File: config.mk
export PLATFORM = sky130hd
export DESIGN_NAME = smb_client
export DESIGN_NICKNAME = d
export VERILOG_FILES = /design/src/rtl/smb_pkg.sv /design/src/rtl/smb_line_sync.sv /design/src/rtl/smb_cond_detect.sv /design/src/rtl/smb_client_fsm.sv /design/src/rtl/smb_client.sv
export SDC_FILE = /design/constraint.sdc
export NUM_CORES = 1
export LEC_CHECK = 0
export BUFFER_PORTS_ARGS = -buffer_cell sky130_fd_sc_hd__buf_4
export CAP_MARGIN = 20
export CORE_MARGIN = 8
export CORE_UTILIZATION = 50
export DETAILED_ROUTE_END_ITERATION = 10
export PLACE_DENSITY_LB_ADDON = 0.08
export SLEW_MARGIN = 15
export SYNTH_ARGS = -nofsm -noshare
export SYNTH_HDL_FRONTEND = slang
export SYNTH_SLANG_ARGS = --single-unit
export TNS_END_PERCENT = 100
File: constraint.sdc
create_clock -name clk -period 3.1 [get_ports clk]
set_input_delay 0.465 -clock clk [delete_from_list [all_inputs] [get_ports clk]]
set_output_delay 0.465 -clock clk [all_outputs]
set_load 0.01 [all_outputs]
File: src/rtl/smb_pkg.sv
// Shared types for the bus client.
// Assumes: nothing beyond the standard language.
package smb_pkg;

    // Protocol phase of the client.
    typedef enum logic [2:0] {
        PH_IDLE,     // waiting for a Start
        PH_ADDR,     // shifting in the address byte
        PH_ADDR_ACK, // acknowledging our address
        PH_WR_RX,    // shifting in a write byte
        PH_WR_ACK,   // acknowledging a write byte
        PH_RD_TX,    // shifting out a read byte
        PH_RD_ACK,   // sampling the host acknowledge
        PH_IGNORE    // not addressed / host NACKed: passive
    } phase_t;

    localparam int BYTE_BITS = 8;

endpackage

File: src/rtl/smb_line_sync.sv
// Two-flop synchronizer for one bus line, plus one more delay stage used
// to detect edges of the synchronized level.
// Assumes: the line idles high (open-drain bus with a pull-up), so all
// stages reset to 1.
module smb_line_sync #(
    parameter int STAGES = 2
) (
    input  logic clk,
    input  logic rst_n,
    input  logic line_i,
    output logic lvl_o,
    output logic rise_o,
    output logic fall_o
);
    localparam int LAST = STAGES - 1;

    logic [STAGES:0] pipe;

    // Shift the raw line through the synchronizer and the edge stage.
    always_ff @(posedge clk) begin
        if (!rst_n) begin
            pipe <= '1;
        end else begin
            pipe <= {pipe[STAGES-1:0], line_i};
        end
    end

    // Synchronized level is the last synchronizer stage; edges compare it
    // with the stage after it.
    always_comb begin
        lvl_o  = pipe[LAST];
        rise_o = pipe[LAST] & ~pipe[STAGES];
        fall_o = ~pipe[LAST] & pipe[STAGES];
    end

endmodule

File: src/rtl/smb_cond_detect.sv
// Turns synchronized clock-level and data-edge information into Start and
// Stop events.
// Assumes: both inputs come from synchronizers of equal depth, so their
// relative timing is preserved.
module smb_cond_detect (
    input  logic scl_lvl,
    input  logic sda_rise,
    input  logic sda_fall,
    output logic start_o,
    output logic stop_o
);
    // A data edge while the clock is high is a bus condition, not a bit.
    always_comb begin
        start_o = sda_fall & scl_lvl;
        stop_o  = sda_rise & scl_lvl;
    end

endmodule

File: src/rtl/smb_client_fsm.sv
// Byte engine of the client: address match, pointer load, auto-incremented
// writes and reads, acknowledge generation and host acknowledge sampling.
// Assumes: single-cycle scl edge pulses and Start/Stop events from the
// synchronized domain; read data is combinational on the pointer.
// The data-drive enable is updated only on a synchronized clock fall or on
// a Start/Stop.
module smb_client_fsm
    import smb_pkg::*;
#(
    parameter logic [6:0] DEV_ADDR = 7'b0101000,
    parameter int         AW       = 4
) (
    input  logic          clk,
    input  logic          rst_n,
    input  logic          scl_rise,
    input  logic          scl_fall,
    input  logic          sda_lvl,
    input  logic          start_det,
    input  logic          stop_det,
    input  logic [7:0]    rdata_i,
    output logic          drive_o,
    output logic          wr_o,
    output logic [AW-1:0] ptr_o,
    output logic [7:0]    wdata_o
);
    localparam int          CW       = $clog2(BYTE_BITS + 1);
    localparam logic [CW-1:0] CNT_FULL = CW'(BYTE_BITS);
    localparam logic [CW-1:0] CNT_ONE  = CW'(1);

    phase_t        phase;
    logic [CW-1:0] bit_cnt;
    logic [7:0]    rx_sr;
    logic [7:0]    tx_sr;
    logic [AW-1:0] ptr;
    logic          host_rd;
    logic          first_byte;
    logic          host_ack;
    logic          drive;
    logic          wr_pulse;
    logic [7:0]    wdata;

    logic          byte_in;
    logic          rx_done;
    logic          addr_hit;

    // Decode shift-in activity and the address comparison.
    always_comb begin
        byte_in  = scl_rise && (bit_cnt != CNT_FULL);
        rx_done  = scl_fall && (bit_cnt == CNT_FULL);
        addr_hit = (rx_sr[7:1] == DEV_ADDR);
    end

    // Protocol sequencing; Start/Stop take priority over bit activity.
    always_ff @(posedge clk) begin
        if (!rst_n) begin
            phase      <= PH_IDLE;
            bit_cnt    <= '0;
            rx_sr      <= '0;
            tx_sr      <= '0;
            ptr        <= '0;
            host_rd    <= 1'b0;
            first_byte <= 1'b0;
            host_ack   <= 1'b0;
            drive      <= 1'b0;
            wr_pulse   <= 1'b0;
            wdata      <= '0;
        end else begin
            wr_pulse <= 1'b0;
            if (wr_pulse) begin
                ptr <= ptr + 1'b1;
            end
            if (start_det) begin
                phase   <= PH_ADDR;
                bit_cnt <= '0;
                drive   <= 1'b0;
            end else if (stop_det) begin
                phase   <= PH_IDLE;
                bit_cnt <= '0;
                drive   <= 1'b0;
            end else begin
                case (phase)
                    PH_ADDR: begin
                        if (byte_in) begin
                            rx_sr   <= {rx_sr[6:0], sda_lvl};
                            bit_cnt <= bit_cnt + CNT_ONE;
                        end else if (rx_done) begin
                            if (addr_hit) begin
                                phase   <= PH_ADDR_ACK;
                                host_rd <= rx_sr[0];
                                drive   <= 1'b1;
                            end else begin
                                phase <= PH_IGNORE;
                            end
                        end
                    end
                    PH_ADDR_ACK: begin
                        if (scl_fall) begin
                            bit_cnt <= '0;
                            if (host_rd) begin
                                phase <= PH_RD_TX;
                                tx_sr <= rdata_i;
                                drive <= ~rdata_i[7];
                                ptr   <= ptr + 1'b1;
                            end else begin
                                phase      <= PH_WR_RX;
                                first_byte <= 1'b1;
                                drive      <= 1'b0;
                            end
                        end
                    end
                    PH_WR_RX: begin
                        if (byte_in) begin
                            rx_sr   <= {rx_sr[6:0], sda_lvl};
                            bit_cnt <= bit_cnt + CNT_ONE;
                        end else if (rx_done) begin
                            phase <= PH_WR_ACK;
                            drive <= 1'b1;
                            if (first_byte) begin
                                ptr <= rx_sr[AW-1:0];
                            end else begin
                                wr_pulse <= 1'b1;
                                wdata    <= rx_sr;
                            end
                        end
                    end
                    PH_WR_ACK: begin
                        if (scl_fall) begin
                            phase      <= PH_WR_RX;
                            bit_cnt    <= '0;
                            first_byte <= 1'b0;
                            drive      <= 1'b0;
                        end
                    end
                    PH_RD_TX: begin
                        if (byte_in) begin
                            bit_cnt <= bit_cnt + CNT_ONE;
                        end else if (scl_fall) begin
                            if (bit_cnt == CNT_FULL) begin
                                phase <= PH_RD_ACK;
                                drive <= 1'b0;
                            end else begin
                                tx_sr <= {tx_sr[6:0], 1'b0};
                                drive <= ~tx_sr[6];
                            end
                        end
                    end
                    PH_RD_ACK: begin
                        if (scl_rise) begin
                            host_ack <= ~sda_lvl;
                        end else if (scl_fall) begin
                            if (host_ack) begin
                                phase   <= PH_RD_TX;
                                bit_cnt <= '0;
                                tx_sr   <= rdata_i;
                                drive   <= ~rdata_i[7];
                                ptr     <= ptr + 1'b1;
                            end else begin
                                phase <= PH_IGNORE;
                            end
                        end
                    end
                    default: begin
                        // PH_IDLE and PH_IGNORE wait for a bus condition.
                    end
                endcase
            end
        end
    end

    // Drive the outputs straight from state registers.
    always_comb begin
        drive_o = drive;
        wr_o    = wr_pulse;
        ptr_o   = ptr;
        wdata_o = wdata;
    end

endmodule

File: src/rtl/smb_client.sv
// Top of the bus client: line synchronizers, Start/Stop detection and the
// byte engine. The data line is driven open-drain through sda_drive_o;
// there is no clock-line output, so the client never stretches the clock.
// Assumes: clk runs several times faster than the bus clock phase length.
module smb_client #(
    parameter logic [6:0] DEV_ADDR    = 7'b0101000,
    parameter int         AW          = 4,
    parameter int         SYNC_STAGES = 2
) (
    input  logic          clk,
    input  logic          rst_n,
    input  logic          scl_i,
    input  logic          sda_i,
    output logic          sda_drive_o,
    output logic          reg_wr_o,
    output logic [AW-1:0] reg_addr_o,
    output logic [7:0]    reg_wdata_o,
    input  logic [7:0]    reg_rdata_i
);
    localparam int NLINES = 2;
    localparam int L_SCL  = 0;
    localparam int L_SDA  = 1;

    logic [NLINES-1:0] line_raw;
    logic [NLINES-1:0] line_lvl;
    logic [NLINES-1:0] line_rise;
    logic [NLINES-1:0] line_fall;

    logic scl_lvl;
    logic start_det;
    logic stop_det;

    // Gather the raw pins into one vector for the synchronizer array.
    always_comb begin
        line_raw[L_SCL] = scl_i;
        line_raw[L_SDA] = sda_i;
        scl_lvl         = line_lvl[L_SCL];
    end

    for (genvar g = 0; g < NLINES; g++) begin : g_sync
        smb_line_sync #(.STAGES(SYNC_STAGES)) u_sync (
            .clk    (clk),
            .rst_n  (rst_n),
            .line_i (line_raw[g]),
            .lvl_o  (line_lvl[g]),
            .rise_o (line_rise[g]),
            .fall_o (line_fall[g])
        );
    end

    smb_cond_detect u_cond (
        .scl_lvl  (scl_lvl),
        .sda_rise (line_rise[L_SDA]),
        .sda_fall (line_fall[L_SDA]),
        .start_o  (start_det),
        .stop_o   (stop_det)
    );

    smb_client_fsm #(.DEV_ADDR(DEV_ADDR), .AW(AW)) u_fsm (
        .clk       (clk),
        .rst_n     (rst_n),
        .scl_rise  (line_rise[L_SCL]),
        .scl_fall  (line_fall[L_SCL]),
        .sda_lvl   (line_lvl[L_SDA]),
        .start_det (start_det),
        .stop_det  (stop_det),
        .rdata_i   (reg_rdata_i),
        .drive_o   (sda_drive_o),
        .wr_o      (reg_wr_o),
        .ptr_o     (reg_addr_o),
        .wdata_o   (reg_wdata_o)
    );

endmodule

==> summary.txt <==
Routing
  – Total Wirelength: 4850 um
  – Post-DRT Antenna Nets: 0
  – Vias: 1,905
  – Total DRC errors in the routed layout: 0
  – Drt initial violations: 202
  – Per-cell routed wire length: 14.8 um
  – Detailed-routing iteration count for the pre-antenna-repair pass: 4
  – Drt via density: 5.81

Clock tree
  – Root buffer cell: sky130_fd_sc_hd__clkbuf_8
  – Clk Latency, worst-skew pair: 300 ps
  – Total number of H-tree levels: 2
  – Post-CTS Setup Inserts: 0
  – Total of hold buffers inserted after clock tree synthesis: 0
  – Clock transition at the registers of the reported paths: 90 ps
  – TritonCTS Buffers: 5
  – TritonCTS clock tree: built
  – Post-CTS sizing: 0
  – Clock Sinks: 45
  – Maximum count of clock buffers along a single path: 2

Floorplan
  – Std-Cell Rows: 24
  – Horizontal die dimension: 83.6 um
  – Initial Utilization: 0.521
  – Core Footprint: 0.00438 mm2
  – Height of the die: 83.6 um
  – DIE AREA: 0.00699 mm2
  – # IOs: 26

Global route
  – Largest net degree at the start of global routing: 21
  – Total congestion overflow after global routing: 0
  – Initial antenna violation count: 0
  – Via count of the first global-routing pass: 1,775
  – Wire length of the first global-routing pass: 8480 um
  – Gr usage total: 0.141

Final layout
  – Share of the core filled with cells: 0.588
  – # fillers: 416
  – FF/Latch Area: 901 um2
  – Final standard cell count with taps included and fillers excluded: 328
  – Total area of multi-input combinational cells: 0.00126 mm2
  – ANT cells: 0
  – Area grow syn2layout: 12.9%
  – Share of layout cells above drive strength 1: 0.174
  – Nets@finish: 290

Pwr
  – Static Leakage: 1.03 nW
  – Largest voltage drop on the vdd net: 0.000355 V
  – Power density over the cells: 404 mW/mm2
  – Power Total: 1.04 mW

Place
  – Gpl congestion: 0.852
  – Dpl cells: 320
  – IO Port Bufs: 25
  – Half-perimeter wire length of the detailed placement result: 3360 um

Worst setup path
  – Arrival time worst endpoint: 2490 ps
  – Source of the worst register-to-register timing path: u_fsm.phase[2]
  – Type of the setup path with the least slack: register to register
  – Endpoint required time on the critical path: 3310 ps
  – Crit-path cells: nand3b_1 > a2bb2oi_1 > o2bb2ai_1 > buf_4 > a21oi_2 > a311oi_2
  – First element of the critical path: u_fsm.phase[2]
  – Setup crit end kind: register
  – Crit start category: register
  – Slowest cell delay on critical path: 720 ps
  – R2R setup slack: 820 ps
  – Critical Path Fanout Max: 18
  – CP max stage cell: sky130_fd_sc_hd__dfxtp_1

STA
  – Peak Freq: 438 MHz
  – Pin slew with the least headroom to its limit: 763 ps
  – Setup tns final: 0 ps
  – Max Slew Vio Count: 0
  – Final setup fails: 0
  – RSZ-0062 raised after global routing: false
  – Time the final worst path needs with I/O delays and setup: 2280 ps
  – Final hold viol count: 0
  – Worst Skew: 11.4 ps
  – Final worst path period share: 0.736
  – Max transition margin: 0.487

Synth
  – Share of flip-flops with an asynchronous set or reset: 0
  – Post-synth EDFFs: 0
  – Syn Nets: 270
  – Cell types occupying the most area after synthesis: sky130_fd_sc_hd__dfxtp_1 (39%), sky130_fd_sc_hd__mux2i_1 (11%), sky130_fd_sc_hd__nor2_1 (5.9%)
  – Distinct cell type count after synthesis: 50
  – Synth Instances: 255
  – Yosys warns: 0
  – Post-synthesis average cell area: 8.95 um2
  – Primary flip-flop cell chosen by synthesis mapping: sky130_fd_sc_hd__dfxtp_1
  – Register area share after synthesis: 0.395
  – Yosys top cell area share: 0.395
  – Synthesized area: 0.00228 mm2
  – Total of flip-flops plus latches after synthesis: 45
  – Cell taking the most area after synthesis: sky130_fd_sc_hd__dfxtp_1

Outcome
  – Result of the run: completed

Run
  – Total of max-cap violations: 0

Min path
  – Hold wc startpoint: sda_i
  – Type of the most critical hold path: input port to register
worst paths after layout:
check / endpoint / cells past startpoint
worst max-delay path: u_fsm.tx_sr[4] / 6
worst min-delay path: g_sync[1].u_sync.pipe[0] / 2
worst max register to register: u_fsm.tx_sr[4] / 6
worst min register to register: g_sync[0].u_sync.pipe[1] / 1
synth_stat cells (all sizes together), types with 2 or more instances:
master / count
nor3: 3
a311oi: 9
nor2: 36
xor2: 2
dfxtp: 45
mux2: 2
nor3b: 2
o211ai: 2
a211oi: 2
nor2b: 3
nand4b: 2
mux2i: 26
o21ai: 10
buf: 11
nand3: 7
nor4: 3
and3: 2
ha: 3
or3: 2
clkbuf: 6
o31ai: 2
a21oi: 19
nand2b: 8
nand2: 14
inv: 7
xnor2: 4
a222oi: 4
o221ai: 2
nand3b: 4
layout by cell type, fill, tap and decap left out, drive strengths merged, types with 3 or more instances in the layout:
cell and instances:
dfxtp 45, nor2 36, buf 30, mux2i 26, a21oi 19, nand2 14, o21ai 10, a311oi 9
nand2b 8, inv 8, nand3 7, clkbuf 6, nand3b 4, a222oi 4, xnor2 4, nor4 3
nor3 3, ha 3, nor2b 3
final cells by class:
class / count / area share
Clock buffer: 6 / 0.0320
Clock inverter: 2 / 0.00631
Inverter: 7 / 0.0102
Multi-Input combinational cell: 186 / 0.490
Sequential cell: 45 / 0.349
Tap cell: 52 / 0.0252
Timing Repair Buffer: 30 / 0.0873
logic make-up (layout without fill, tap and decap cells):
family                     Yosys count  count (layout)  share of synthesized area
muxes                               28              28                      0.125
adders and majority gates            4               4                     0.0208
DFF                                 45              45                      0.395
buffers and inverters               24              45                     0.0526
AOI/OAI and AO/OA                   57              57                      0.180
and+or+nand+nor                     91              91                      0.203
xor gates and xnor gates             6               6                     0.0230
metal layers:
metal	vias up	GRT usage	routed length (um)
met5	-	0	0
met4	0	0.0471	44
met3	5	0.0371	279
met2	55	0.212	2120
met1	887	0.190	2410
li1	958	-	-
sequential cells by signal (all words and copies together), names as in the netlist:
| name | cells |
|---|---|
| u_fsm.tx_sr | 7 |
| u_fsm.wdata_o | 8 |
| u_fsm.first_byte | 1 |
| u_fsm.drive_o | 1 |
| g_sync.u_sync.pipe | 6 |
| u_fsm.bit_cnt | 4 |
| u_fsm.wr_o | 1 |
| u_fsm.rx_sr | 8 |
| u_fsm.host_rd | 1 |
| u_fsm.host_ack | 1 |
| u_fsm.phase | 3 |
| u_fsm.ptr_o | 4 |
power breakdown:
part,switching [mW],internal [mW]
combinational,0.0310,0.0242
sequential,0.00737,0.582
clock,0.212,0.184
total,0.251,0.790
per-stage QoR:
| stage | setup slack [ps] | hold slack, ps | instance area [um2] |
|---|---|---|---|
| final | 819 | 341 | 2580 |
| after CTS | 824 | 332 | 2580 |
| after global placement | 915 | 388 | 2480 |
| after detailed placement | 837 | 395 | 2480 |
| after global routing | 588 | 333 | 2580 |
| after floorplan | 1350 | 386 | 2280 |
critical path: cells and delay by family (launching register included):
family | cells | cell delay [ps]
AND/OR/NAND/NOR | 1 | 520
buffers and inverters | 1 | 230
AO/OA/AOI/OAI | 4 | 730
flip-flops | 1 | 720
Note: power is estimated with default switching activity, not from simulation.
